===== src/rtl/branch_pc_seq.sv =====
module branch_pc_seq #(
  parameter int AW      = 32,
  parameter int LONG_W  = 22,
  parameter int SHORT_W = 19
) (
  input  logic              clk,
  input  logic              rst_n,
  input  logic              fmt_short_i,
  input  logic [3:0]        cond_i,
  input  logic              annul_i,
  input  logic [LONG_W-1:0] disp_i,
  input  logic [3:0]        icc_i,
  input  logic [AW-1:0]     pc_i,
  input  logic [AW-1:0]     npc_i,
  input  logic [AW-1:0]     nnpc_i,
  output logic [AW-1:0]     npc_o,
  output logic [AW-1:0]     nnpc_o,
  output logic              squash_o
);

  localparam logic [3:0]    COND_NEVER  = 4'h0;
  localparam logic [3:0]    COND_ALWAYS = 4'h8;
  localparam logic [AW-1:0] STEP        = AW'(4);

  logic n, z, v, c;
  assign {n, z, v, c} = icc_i;

  logic signed [LONG_W-1:0]  d_long;
  logic signed [SHORT_W-1:0] d_short;
  logic [AW-1:0]             offset, target, skip_npc;

  assign d_long   = disp_i;
  assign d_short  = disp_i[SHORT_W-1:0];
  assign offset   = (fmt_short_i ? AW'(d_short) : AW'(d_long)) << 2;
  assign target   = pc_i + offset;
  assign skip_npc = npc_i + STEP;

  logic base, pass;
  always_comb begin
    case (cond_i[2:0])
      3'd0:    base = 1'b0;
      3'd1:    base = z;
      3'd2:    base = z | (n ^ v);
      3'd3:    base = n ^ v;
      3'd4:    base = c | z;
      3'd5:    base = c;
      3'd6:    base = n;
      default: base = v;
    endcase
  end
  assign pass = base ^ cond_i[3];

  logic          is_always, is_never;
  logic [AW-1:0] nxt_npc, nxt_nnpc;
  logic          nxt_sq;

  assign is_always = (cond_i == COND_ALWAYS);
  assign is_never  = (cond_i == COND_NEVER);

  always_comb begin
    nxt_npc  = npc_i;
    nxt_nnpc = nnpc_i;
    nxt_sq   = 1'b0;
    if (is_always) begin
      if (annul_i) begin
        nxt_npc  = target;
        nxt_nnpc = target + STEP;
        nxt_sq   = 1'b1;
      end else begin
        nxt_nnpc = target;
      end
    end else if (is_never || !pass) begin
      if (annul_i) begin
        nxt_npc  = skip_npc;
        nxt_nnpc = skip_npc + STEP;
        nxt_sq   = 1'b1;
      end
    end else begin
      nxt_nnpc = target;
    end
  end

  always_ff @(posedge clk or negedge rst_n) begin
    if (!rst_n) begin
      npc_o    <= '0;
      nnpc_o   <= '0;
      squash_o <= 1'b0;
    end else begin
      npc_o    <= nxt_npc;
      nnpc_o   <= nxt_nnpc;
      squash_o <= nxt_sq;
    end
  end

endmodule


===== config.mk =====
export PLATFORM = sky130hd
export DESIGN_NAME = branch_pc_seq
export DESIGN_NICKNAME = d
export VERILOG_FILES = /design/src/rtl/branch_pc_seq.sv
export SDC_FILE = /design/constraint.sdc
export NUM_CORES = 1
export LEC_CHECK = 0
export BUFFER_PORTS_ARGS = -buffer_cell sky130_fd_sc_hd__buf_4
export CELL_PAD_IN_SITES_DETAIL_PLACEMENT = 1
export CELL_PAD_IN_SITES_GLOBAL_PLACEMENT = 2
export CORE_MARGIN = 3
export CORE_UTILIZATION = 33
export CTS_BUF_LIST = sky130_fd_sc_hd__clkbuf_4
export CTS_CLUSTER_SIZE = 16
export DETAILED_ROUTE_END_ITERATION = 6
export PLACE_DENSITY_LB_ADDON = 0.05
export SYNTH_ARGS = -nofsm -noshare
export SYNTH_HDL_FRONTEND = slang
export SYNTH_SLANG_ARGS = --single-unit

===== constraint.sdc =====
create_clock -name clk -period 0.94 [get_ports clk]
set_input_delay 0.047 -clock clk [delete_from_list [all_inputs] [get_ports clk]]
set_output_delay 0.047 -clock clk [all_outputs]
set_load 0.005 [all_outputs]

==> reports/qor.csv, run 1 <==
stage,metric,value,unit
status,status,"complete, but fails checks",
status,failing checks,"DRC, setup timing",
clocking,Max clock buf depth,2,
clocking,Root Buffer,clkbuf_4,
global_route,number of global-route vias before repair,11930,
drt,post-DR wirelength/cell,31.49,um
drt,post-DR vias/cell,6.603,
drt,drt initial violations,1183,
timing,worst rel slew slack,45.75,%
placed_design,IO buf count,194,
pwr,pwr/cell area,1186,mW/mm^2
logic_synthesis,synthesis-stage register bit count,65,
logic_synthesis,synthesized area,0.007321,sq mm
setup_path,CP Class,input pin to flip-flop,
drt,Routed Antenna Nets,0,
global_route,largest net degree at the start of global routing,66,
setup_path,CP peak stage delay,0.66,ns
setup_path,Worst Path Arrival,3.47,ns
logic_synthesis,synth unique cells,77,
floorplan,row cnt,53,
setup_path,CP endpoint kind,flip-flop,
min_path,Hold WC Path Type,input pin to flip-flop,
setup_path,Worst Path Required,1.23,ns
timing,Final min period,3.173,ns
clocking,CTS buffer count,9,
floorplan,Top Ports,195,
setup_path,CP max stage cell,o21ai_1,
logic_synthesis,Post-synth EDFFs,0,
logic_synthesis,register area share after synthesis,22.22,%
timing,RSZ-0062 raised after global routing,true,
floorplan,Chip Height,154.9,um
clocking,htree depth,3,
clocking,hold buffers post-CTS,19,
timing,Peak Freq,315.2,MHz
global_route,total global routing overflow,0,
floorplan,die area,0.02401,sq mm
layout,Layout Area Growth over Synthesis,109.0,%
drt,Remaining DRCs,11,
pwr,Pleak,6.655,nW
logic_synthesis,Synth Flop Type,dfrtp_1,
layout,Final Cell Area,0.01530,sq mm
clocking,Worst-path clk slew,0.12,ns
floorplan,core area,0.02142,sq mm
setup_path,"critical path, cell by cell",buf_4 > ha_1 > a21oi_1 > o21ai_1 > nor2_1 > and4_4 > nor4b_4 > nand2_2 > or4b_4 > buf_8 > buf_6 > nor2_4 > xnor2_1 > o22ai_1,
drt,DR vias,12150,
placed_design,HPWL Detailed,28.53,mm
logic_synthesis,Async SR Flop Fraction,100.0,%
logic_synthesis,top cell type's share of synthesized area,22.22,%
logic_synthesis,Yosys top cell by area,dfrtp_1,
global_route,first-pass GRT wire length,68.28,mm
placed_design,Final Wtd Congestion,0.8926,
logic_synthesis,Mean Syn Cell Area,7.402,sq um
layout,share of layout cells above drive strength 1,59.00,%
setup_path,crit path from,disp_i[15],
logic_synthesis,Area contributors post-synth,"dfrtp_1 22%, xnor2_1 8.7%, a21oi_1 6.5%",
layout,Post-Layout Cell Count,1840,
layout,most frequent cells in the layout,"431 x buf_4, 154 x buf_6, 75 x nand2_1, 65 x dfrtp_1, 59 x nor2_1",
floorplan,Initial Util,34.18,%
setup_path,"critical path fanouts, max",6,
placed_design,placed cell area,0.01204,sq mm
clocking,CTS tree,yes,
layout,nets,1720,
global_route,antenna violations before repair,5,
job,Max-Cap Viols,0,
setup_path,crit path to,nnpc_o[25],
layout,"most common cell after layout, fill and taps aside",buf_4,
timing,count of final hold-check violations,0,
timing,max-slew violations,0,
global_route,GRT Total Usage,35.95,%
timing,final critical-path share of the clock period,337.6,%
clocking,clk sink count,65,
logic_synthesis,cell count after synthesis,989,
setup_path,startpoint types,input pin,
timing,Final Setup Violations,128,
pwr,Peak VDD IR,0.5000,mV
logic_synthesis,syn nets,1153,
logic_synthesis,YS warnings,0,
floorplan,Die W,154.9,um
drt,DR pass1 iterations,7,
drt,routed wire length,57.94,mm
timing,PnR worst setup slack,-2.233,ns
placed_design,dpl cells,1726,
timing,Worst Tran Pin Value,0.8083,ns
==> worst min path at each step <==
stage / endpoint / depth (start not counted) / from / slack, ns
finish: npc_o[18] / 4 / npc_i[18] / 0.01
global route: nnpc_o[20] / 3 / nnpc_i[20] / -0.001
CTS: npc_o[27] / 4 / npc_i[27] / 0.002
detailed placement: nnpc_o[1] / 2 / rst_n / 0.08
global placement: nnpc_o[1] / 2 / rst_n / 0.07
floorplan: nnpc_o[0] / 0 / rst_n / -0.25
==> repair_timing <==
item,4_1_cts,5_1_grt
setup endpoints to repair,130,130
cloned,4,0
setup buffers,48,43
gates resized for setup,342,152
hold endpoints to repair,81,1
pin swaps,98,91
==> flip-flops by register name (all words and copies together), names as in the netlist <==
register and count:
nnpc_o 32, npc_o 32, squash_o 1
==> through the flow <==
stage / TNS, ns / hold WS [ns] / worst slack, ns / total power, mW / utilization [%]
floorplan: -64.13 / -0.2486 / -1.965 / 7.357 / -
global placement: -89.63 / 0.07175 / -2.143 / 11.43 / 56.22
detailed placement: -93.01 / 0.08247 / -2.219 / 11.70 / 56.22
CTS: -66.53 / 0.001857 / -1.684 / 15.79 / 67.01
global route: -84.95 / -0.001338 / -2.220 / 18.60 / 71.42
finish: -81.17 / 0.01130 / -2.233 / 18.15 / 71.43
==> Yosys cell counts (3+ instances only) <==
library cell	number
a2111oi_0	5
o2111ai_1	3
dfrtp_1	65
nand2_1	101
o21ai_1	25
mux2_2	3
o211ai_1	18
a211oi_1	9
nor2b_1	7
o21bai_1	3
nor2_1	76
inv_1	21
buf_2	10
clkbuf_1	59
o21a_1	5
mux2i_1	14
nand3_1	51
and3_1	21
nand4_1	27
and2_1	6
nand4b_1	6
or3_1	9
o21ai_0	59
o22ai_1	25
nand2b_1	7
a21oi_1	95
ha_1	33
xor2_1	36
nor3_1	18
nor4_1	7
a21o_1	10
a31oi_1	9
xnor2_1	73
nor4_2	6
and4_1	11
==> area by class of cell <==
type                       instances  area (sq um)
clock buffer                      12         90.09
clock inverter                     4         43.79
sequential                        65          1627
tap                              275         344.1
multi-input combinational        832          7498
inverter                          21         88.84
antenna                            4         10.01
fill                            2308          6120
timing repair buffer             627          5598
==> power by group <==
group	internal (mW)	total, mW	switching (mW)
logic	5.97	12.5	6.49
registers	3.27	3.57	0.296
clock network	0.886	2.13	1.24
total	10.1	18.2	8.03
==> critical path, delay by kind of cell <==
kind,cells,cell delay [ns]
adders and majority gates,1,0.33
buffers and inverters,3,0.39
AOI/OAI and AO/OA,3,0.98
and+or+nand+nor,6,1.49
xor gates and xnor gates,1,0.22
==> routing by layer <==
metal	global-route usage, %	wire [um]	vias to the layer above
met1	41.55	19270	5856
li1	-	-	4769
met2	64.15	27840	1052
met3	5.563	5090	471
met5	0	11	-
met4	18.21	5733	2
==> cell families (layout without fill, tap and decap cells) <==
logic type                 after synthesis  count (layout)  synth area share, %
buffers and inverters                   92             664                4.888
adders and majority gates               34              34                5.914
DFF                                     65              65                22.22
muxes                                   17              17                2.376
and+or+nand+nor                        372             372                26.41
AOI/OAI and AO/OA                      300             300                25.16
xor gates and xnor gates               109             109                13.04
other                                    0               4                    0
Power figures use the tool's default switching activity.
==> inputs of run 2 (changes only) <==
--- a/config.mk
+++ b/config.mk
@@ -9,7 +9,7 @@
 export CELL_PAD_IN_SITES_DETAIL_PLACEMENT = 1
 export CELL_PAD_IN_SITES_GLOBAL_PLACEMENT = 2
 export CORE_MARGIN = 3
-export CORE_UTILIZATION = 33
+export CORE_UTILIZATION = 31
 export CTS_BUF_LIST = sky130_fd_sc_hd__clkbuf_4
 export CTS_CLUSTER_SIZE = 16
 export DETAILED_ROUTE_END_ITERATION = 6
==> constraint.sdc (replaced) <==
create_clock -name clk -period 3 [get_ports clk]
set_input_delay 0.15 -clock clk [delete_from_list [all_inputs] [get_ports clk]]
set_output_delay 0.15 -clock clk [all_outputs]
set_load 0.005 [all_outputs]
==> reports/qor.csv, run 2 (synthesis gave the netlist of run 1 again) <==
stage,metric,value,unit
drt,post-DR vias/cell,5.303,
pwr,Sw Pwr,1.572,mW
clocking,clk sink count,65,
min_path,worst min-delay path startpoint,npc_i[6],
floorplan,row cnt,55,
status,status,"finished, final reports clean",
layout,share of layout cells above drive strength 1,33.09,%
drt,post-DR wirelength/cell,18.96,um
floorplan,Top Ports,195,
pwr,Clk network pwr share,15.1,%
timing,Final min period,2.914,ns
global_route,largest net degree at the start of global routing,85,
pwr,Peak VDD IR,0.1536,mV
placed_design,IO buf count,194,
drt,drt initial violations,374,
floorplan,Chip Height,159.7,um
layout,"most common cell after layout, fill and taps aside",buf_4,
setup_path,"critical path fanouts, max",7,
pwr,Internal,2.350,mW
clocking,CTS buffer count,9,
floorplan,core area,0.02292,sq mm
clocking,CTS tree,yes,
global_route,antenna violations before repair,1,
setup_path,Worst Path Arrival,3.22,ns
timing,Worst Tran Pin Value,0.8772,ns
global_route,GRT Total Usage,24.21,%
global_route,first-pass GRT wire length,49.82,mm
floorplan,die area,0.02550,sq mm
min_path,Hold WC Path Type,input pin to flip-flop,
drt,DR pass1 iterations,4,
layout,Layout Area Growth over Synthesis,49.87,%
floorplan,Die W,159.7,um
drt,DR vias,8813,
clocking,htree depth,3,
setup_path,startpoint types,input pin,
timing,final critical-path share of the clock period,97.14,%
setup_path,CP endpoint kind,flip-flop,
pwr,Switching Share,40.07,%
timing,Peak Freq,343.1,MHz
timing,count of final hold-check violations,0,
drt,Remaining DRCs,0,
setup_path,crit path from,npc_i[13],
timing,hold_ws,0.04499,ns
placed_design,Final Wtd Congestion,0.8356,
timing,max-slew violations,0,
pwr,combinational share of power,57.1,%
drt,routed wire length,31.51,mm
global_route,total global routing overflow,0,
layout,most frequent cells in the layout,"386 x buf_4, 101 x nand2_1, 92 x a21oi_1, 76 x nor2_1, 69 x xnor2_1",
clocking,Root Buffer,clkbuf_4,
global_route,number of global-route vias before repair,9053,
placed_design,HPWL Detailed,24.89,mm
job,Max-Cap Viols,0,
clocking,Worst-path clk slew,0.12,ns
pwr,pwr/cell area,357.5,mW/mm^2
drt,Routed Antenna Nets,0,
layout,Post-Layout Cell Count,1662,
pwr,Pleak,4.814,nW
setup_path,CP Class,input pin to flip-flop,
floorplan,Initial Util,31.95,%
layout,top flop regs,"nnpc_o: 32 flops, npc_o: 32 flops, squash_o: 1 flops",
min_path,hold path cells,3,
setup_path,Worst Path Required,3.30,ns
timing,Final Setup Violations,0,
placed_design,dpl cells,1615,
timing,worst rel slew slack,41.52,%
clocking,Max clock buf depth,2,
pwr,sequential share of power,27.8,%
layout,post-route core utilization,47.88,%
layout,nets,1507,
[run 2: what timing repair did]
item,CTS,global route
setup buffers,0,4
hold endpoints to repair,88,0
hold buffers,26,0
gates resized for setup,0,14
setup endpoints to repair,0,6
[run 2: metal layers]
layer | vias up | global-route usage, % | part of all wire (%)
met5 | - | 0 | 0
met4 | 0 | 8.834 | 3.2
met3 | 49 | 2.853 | 3.8
met2 | 202 | 39.82 | 47
met1 | 4229 | 32.73 | 46
li1 | 4333 | - | -
[run 2: area by class of cell]
class	instances	area, sq um
diodes	1	2.502
clock buffers	9	67.56
clock inverters	7	61.31
fillers	2856	11940
inverters	21	78.83
multi-input cells	832	5545
flip-flops and latches	65	1627
well taps	313	391.6
repair buffers	414	3198
[run 2: worst max-delay path: stages]
cell and delay [ns]:
dlygate4sd3_1 0.54, buf_4 0.15, and4_1 0.22, nand4_1 0.19
buf_4 0.22, o311ai_1 0.29, o21ai_1 0.17, and3_2 0.26
and4_2 0.24, and4_1 0.23, a2111oi_2 0.31, buf_4 0.18
o22ai_1 0.07
[run 2: path summary, 6_finish.rpt]
| path | to |
|---|---|
| min | npc_o[6] |
| min in group asynchronous | npc_o[1] |
| max in group asynchronous | nnpc_o[23] |
| max | nnpc_o[30] |
[run 2: power groups by stage]
stage / Combinational (mW) / Sequential, mW / Clock (mW)
2_1_floorplan: 1.02 / 1.10 / 0
3_3_place_gp: 2.16 / 1.11 / 0
3_5_place_dp: 2.19 / 1.11 / 0
4_1_cts: 2.23 / 1.09 / 0.621
5_1_grt: 2.45 / 1.10 / 0.641
6_report: 2.24 / 1.09 / 0.592
[run 2: stage by stage]
step | worst slack (ns) | total power, mW | cell area, sq um | setup TNS, ns
3_5_place_dp | -0.2787 | 3.300 | 10480 | -1.998
4_1_cts | 0.07725 | 3.946 | 10860 | 0
2_1_floorplan | -0.03062 | 2.126 | 7425 | -0.05045
5_1_grt | -0.07440 | 4.195 | 10970 | -0.08833
3_3_place_gp | -0.2444 | 3.268 | 10480 | -1.401
6_report | 0.08581 | 3.922 | 10970 | 0
==> inputs of run 3 (changes only) <==
--- a/config.mk
+++ b/config.mk
@@ -9,7 +9,7 @@
 export CELL_PAD_IN_SITES_DETAIL_PLACEMENT = 1
 export CELL_PAD_IN_SITES_GLOBAL_PLACEMENT = 2
 export CORE_MARGIN = 3
-export CORE_UTILIZATION = 31
+export CORE_UTILIZATION = 33
 export CTS_BUF_LIST = sky130_fd_sc_hd__clkbuf_4
 export CTS_CLUSTER_SIZE = 16
 export DETAILED_ROUTE_END_ITERATION = 6
==> constraint.sdc (replaced) <==
create_clock -name clk -period 3.51 [get_ports clk]
set_input_delay 0.1755 -clock clk [delete_from_list [all_inputs] [get_ports clk]]
set_output_delay 0.1755 -clock clk [all_outputs]
set_load 0.005 [all_outputs]
==> reports/qor.csv, run 3 (synthesis gave the netlist of run 1 again) <==
stage,metric,value,unit
floorplan,Chip Height,154.9,um
setup_path,CP Class,input pin to flip-flop,
floorplan,die area,0.02401,sq mm
floorplan,row cnt,53,
floorplan,Top Ports,195,
global_route,largest net degree at the start of global routing,66,
timing,Final min period,3.313,ns
setup_path,"critical path fanouts, max",5,
layout,nets,1381,
drt,drt initial violations,422,
placed_design,Final Wtd Congestion,0.9130,
global_route,total global routing overflow,0,
placed_design,HPWL Detailed,23.43,mm
setup_path,startpoint types,input pin,
drt,DR vias,8271,
layout,most frequent cells in the layout,"275 x buf_4, 101 x nand2_1, 94 x a21oi_1, 76 x nor2_1, 72 x xnor2_1",
setup_path,Worst Path Required,3.79,ns
placed_design,dpl cells,1470,
layout,"most common cell after layout, fill and taps aside",buf_4,
timing,Peak Freq,301.9,MHz
clocking,CTS tree,yes,
setup_path,CP most frequent cell,and3_1,
global_route,first-pass GRT wire length,45.74,mm
clocking,number of post-CTS setup repair buffers,0,
pwr,pwr/cell area,334.9,mW/mm^2
drt,post-DR vias/cell,5.521,
clocking,CTS buffer count,9,
min_path,Hold WC Path Type,input pin to flip-flop,
drt,Remaining DRCs,1,
drt,Routed Antenna Nets,0,
status,status,"complete, but fails checks",
timing,final critical-path share of the clock period,94.37,%
drt,post-DR wirelength/cell,19.52,um
clocking,Root Buffer,clkbuf_4,
timing,count of final hold-check violations,0,
pwr,Pleak,4.177,nW
clocking,Max clock buf depth,2,
setup_path,CP endpoint kind,flip-flop,
placed_design,IO buf count,194,
setup_path,Worst Path Arrival,3.59,ns
layout,top flop regs,"nnpc_o: 32 flops, npc_o: 32 flops, squash_o: 1 flops",
floorplan,Initial Util,34.18,%
global_route,number of global-route vias before repair,8283,
global_route,antenna violations before repair,1,
placed_design,placed cell area,0.009527,sq mm
setup_path,CP max stage cell,dlygate4sd3_1,
setup_path,"critical path, cell by cell",dlygate4sd3_1 > buf_4 > ha_1 > and3_1 > nor2_1 > o211ai_1 > a2111oi_2 > and3_1 > nand2_1 > and3_1 > a2111oi_1 > buf_4 > o22ai_1,
clocking,clk sink count,65,
floorplan,Die W,154.9,um
layout,share of layout cells above drive strength 1,26.02,%
timing,max-slew violations,0,
timing,Worst Tran Pin Value,1.043,ns
clocking,Worst-path clk slew,0.13,ns
drt,DR pass1 iterations,7,
setup_path,CP peak stage delay,0.53,ns
job,Max-Cap Viols,0,
layout,Post-Layout Cell Count,1498,
pwr,Peak VDD IR,0.1376,mV
status,failing checks,DRC,
timing,worst rel slew slack,30.10,%
layout,Layout Area Growth over Synthesis,34.28,%
layout,Final Cell Area,0.009831,sq mm
global_route,GRT Total Usage,23.70,%
clocking,htree depth,3,
timing,Final Setup Violations,0,
floorplan,core area,0.02142,sq mm
drt,routed wire length,29.24,mm
-- run 3: cell types whose count changed in the layout (fill, tap and decap cells not counted), moves of 5 or more --
cell	previous run	this run
dlygate4sd3_1	26	11
buf_4	386	275
nor4_4	5	0
nor4_2	1	6
-- run 3: critical path, delay by kind of cell --
kind                     cells  cell delay [ns]
AO/OA/AOI/OAI                4             1.19
adder cells (fa/ha/maj)      1             0.25
buffers and inverters        3             0.87
AND/OR/NAND/NOR              5             1.10
-- run 3: repair_timing --
item                                    in CTS  in global routing
hold buffers                                11                  0
endpoints found under the setup margin       0                  3
gates resized for setup                      0                  3
endpoints found under the hold margin       73                  0
-- run 3: per-stage QoR --
step	hold slack [ns]	utilization, %	TNS (ns)	setup WS [ns]	total power, mW
floorplan	-0.1201	-	0	0.04180	1.796
global placement	0.3372	44.48	0	0.05320	2.602
detailed placement	0.3421	44.48	-0.1098	-0.06169	2.626
CTS	0.006378	45.84	0	0.1872	3.329
global route	0.01081	45.90	-0.02790	-0.02790	3.528
finish	0.04669	45.90	0	0.1975	3.293
-- run 3: worst paths after layout --
kind / start / to / slack, ns / depth (start not counted)
setup / recovery: npc_i[3] / nnpc_o[20] / 0.20 / 13
hold / removal: npc_i[1] / nnpc_o[1] / 0.05 / 3
max in group asynchronous: rst_n / nnpc_o[12] / 2.52 / 2
min in group asynchronous: rst_n / npc_o[2] / 0.34 / 2
-- run 3: power by group --
part | total (mW) | internal [mW] | switching [mW] | leakage (nW)
Sequential | 0.923 | 0.874 | 0.0487 | 0.750
Clock | 0.667 | 0.365 | 0.302 | 0.0940
Combinational | 1.70 | 0.772 | 0.931 | 3.33
-- run 3: routing by layer --
| metal | vias up | track usage, % | part of all wire, % |
|---|---|---|---|
| met5 | - | 0 | 0 |
| met4 | 0 | 5.425 | 1.6 |
| met3 | 27 | 2.837 | 5.2 |
| met2 | 240 | 38.87 | 47 |
| met1 | 3923 | 33.44 | 46 |
| li1 | 4081 | - | - |
-- run 3: final cells by class --
type | instances | area [sq um]
timing repair buffer | 288 | 2215
tap | 275 | 344.1
sequential | 65 | 1627
antenna | 1 | 2.502
multi-input combinational | 832 | 5383
fill | 2698 | 11590
inverter | 21 | 78.83
clock buffer | 10 | 75.07
clock inverter | 6 | 106.4
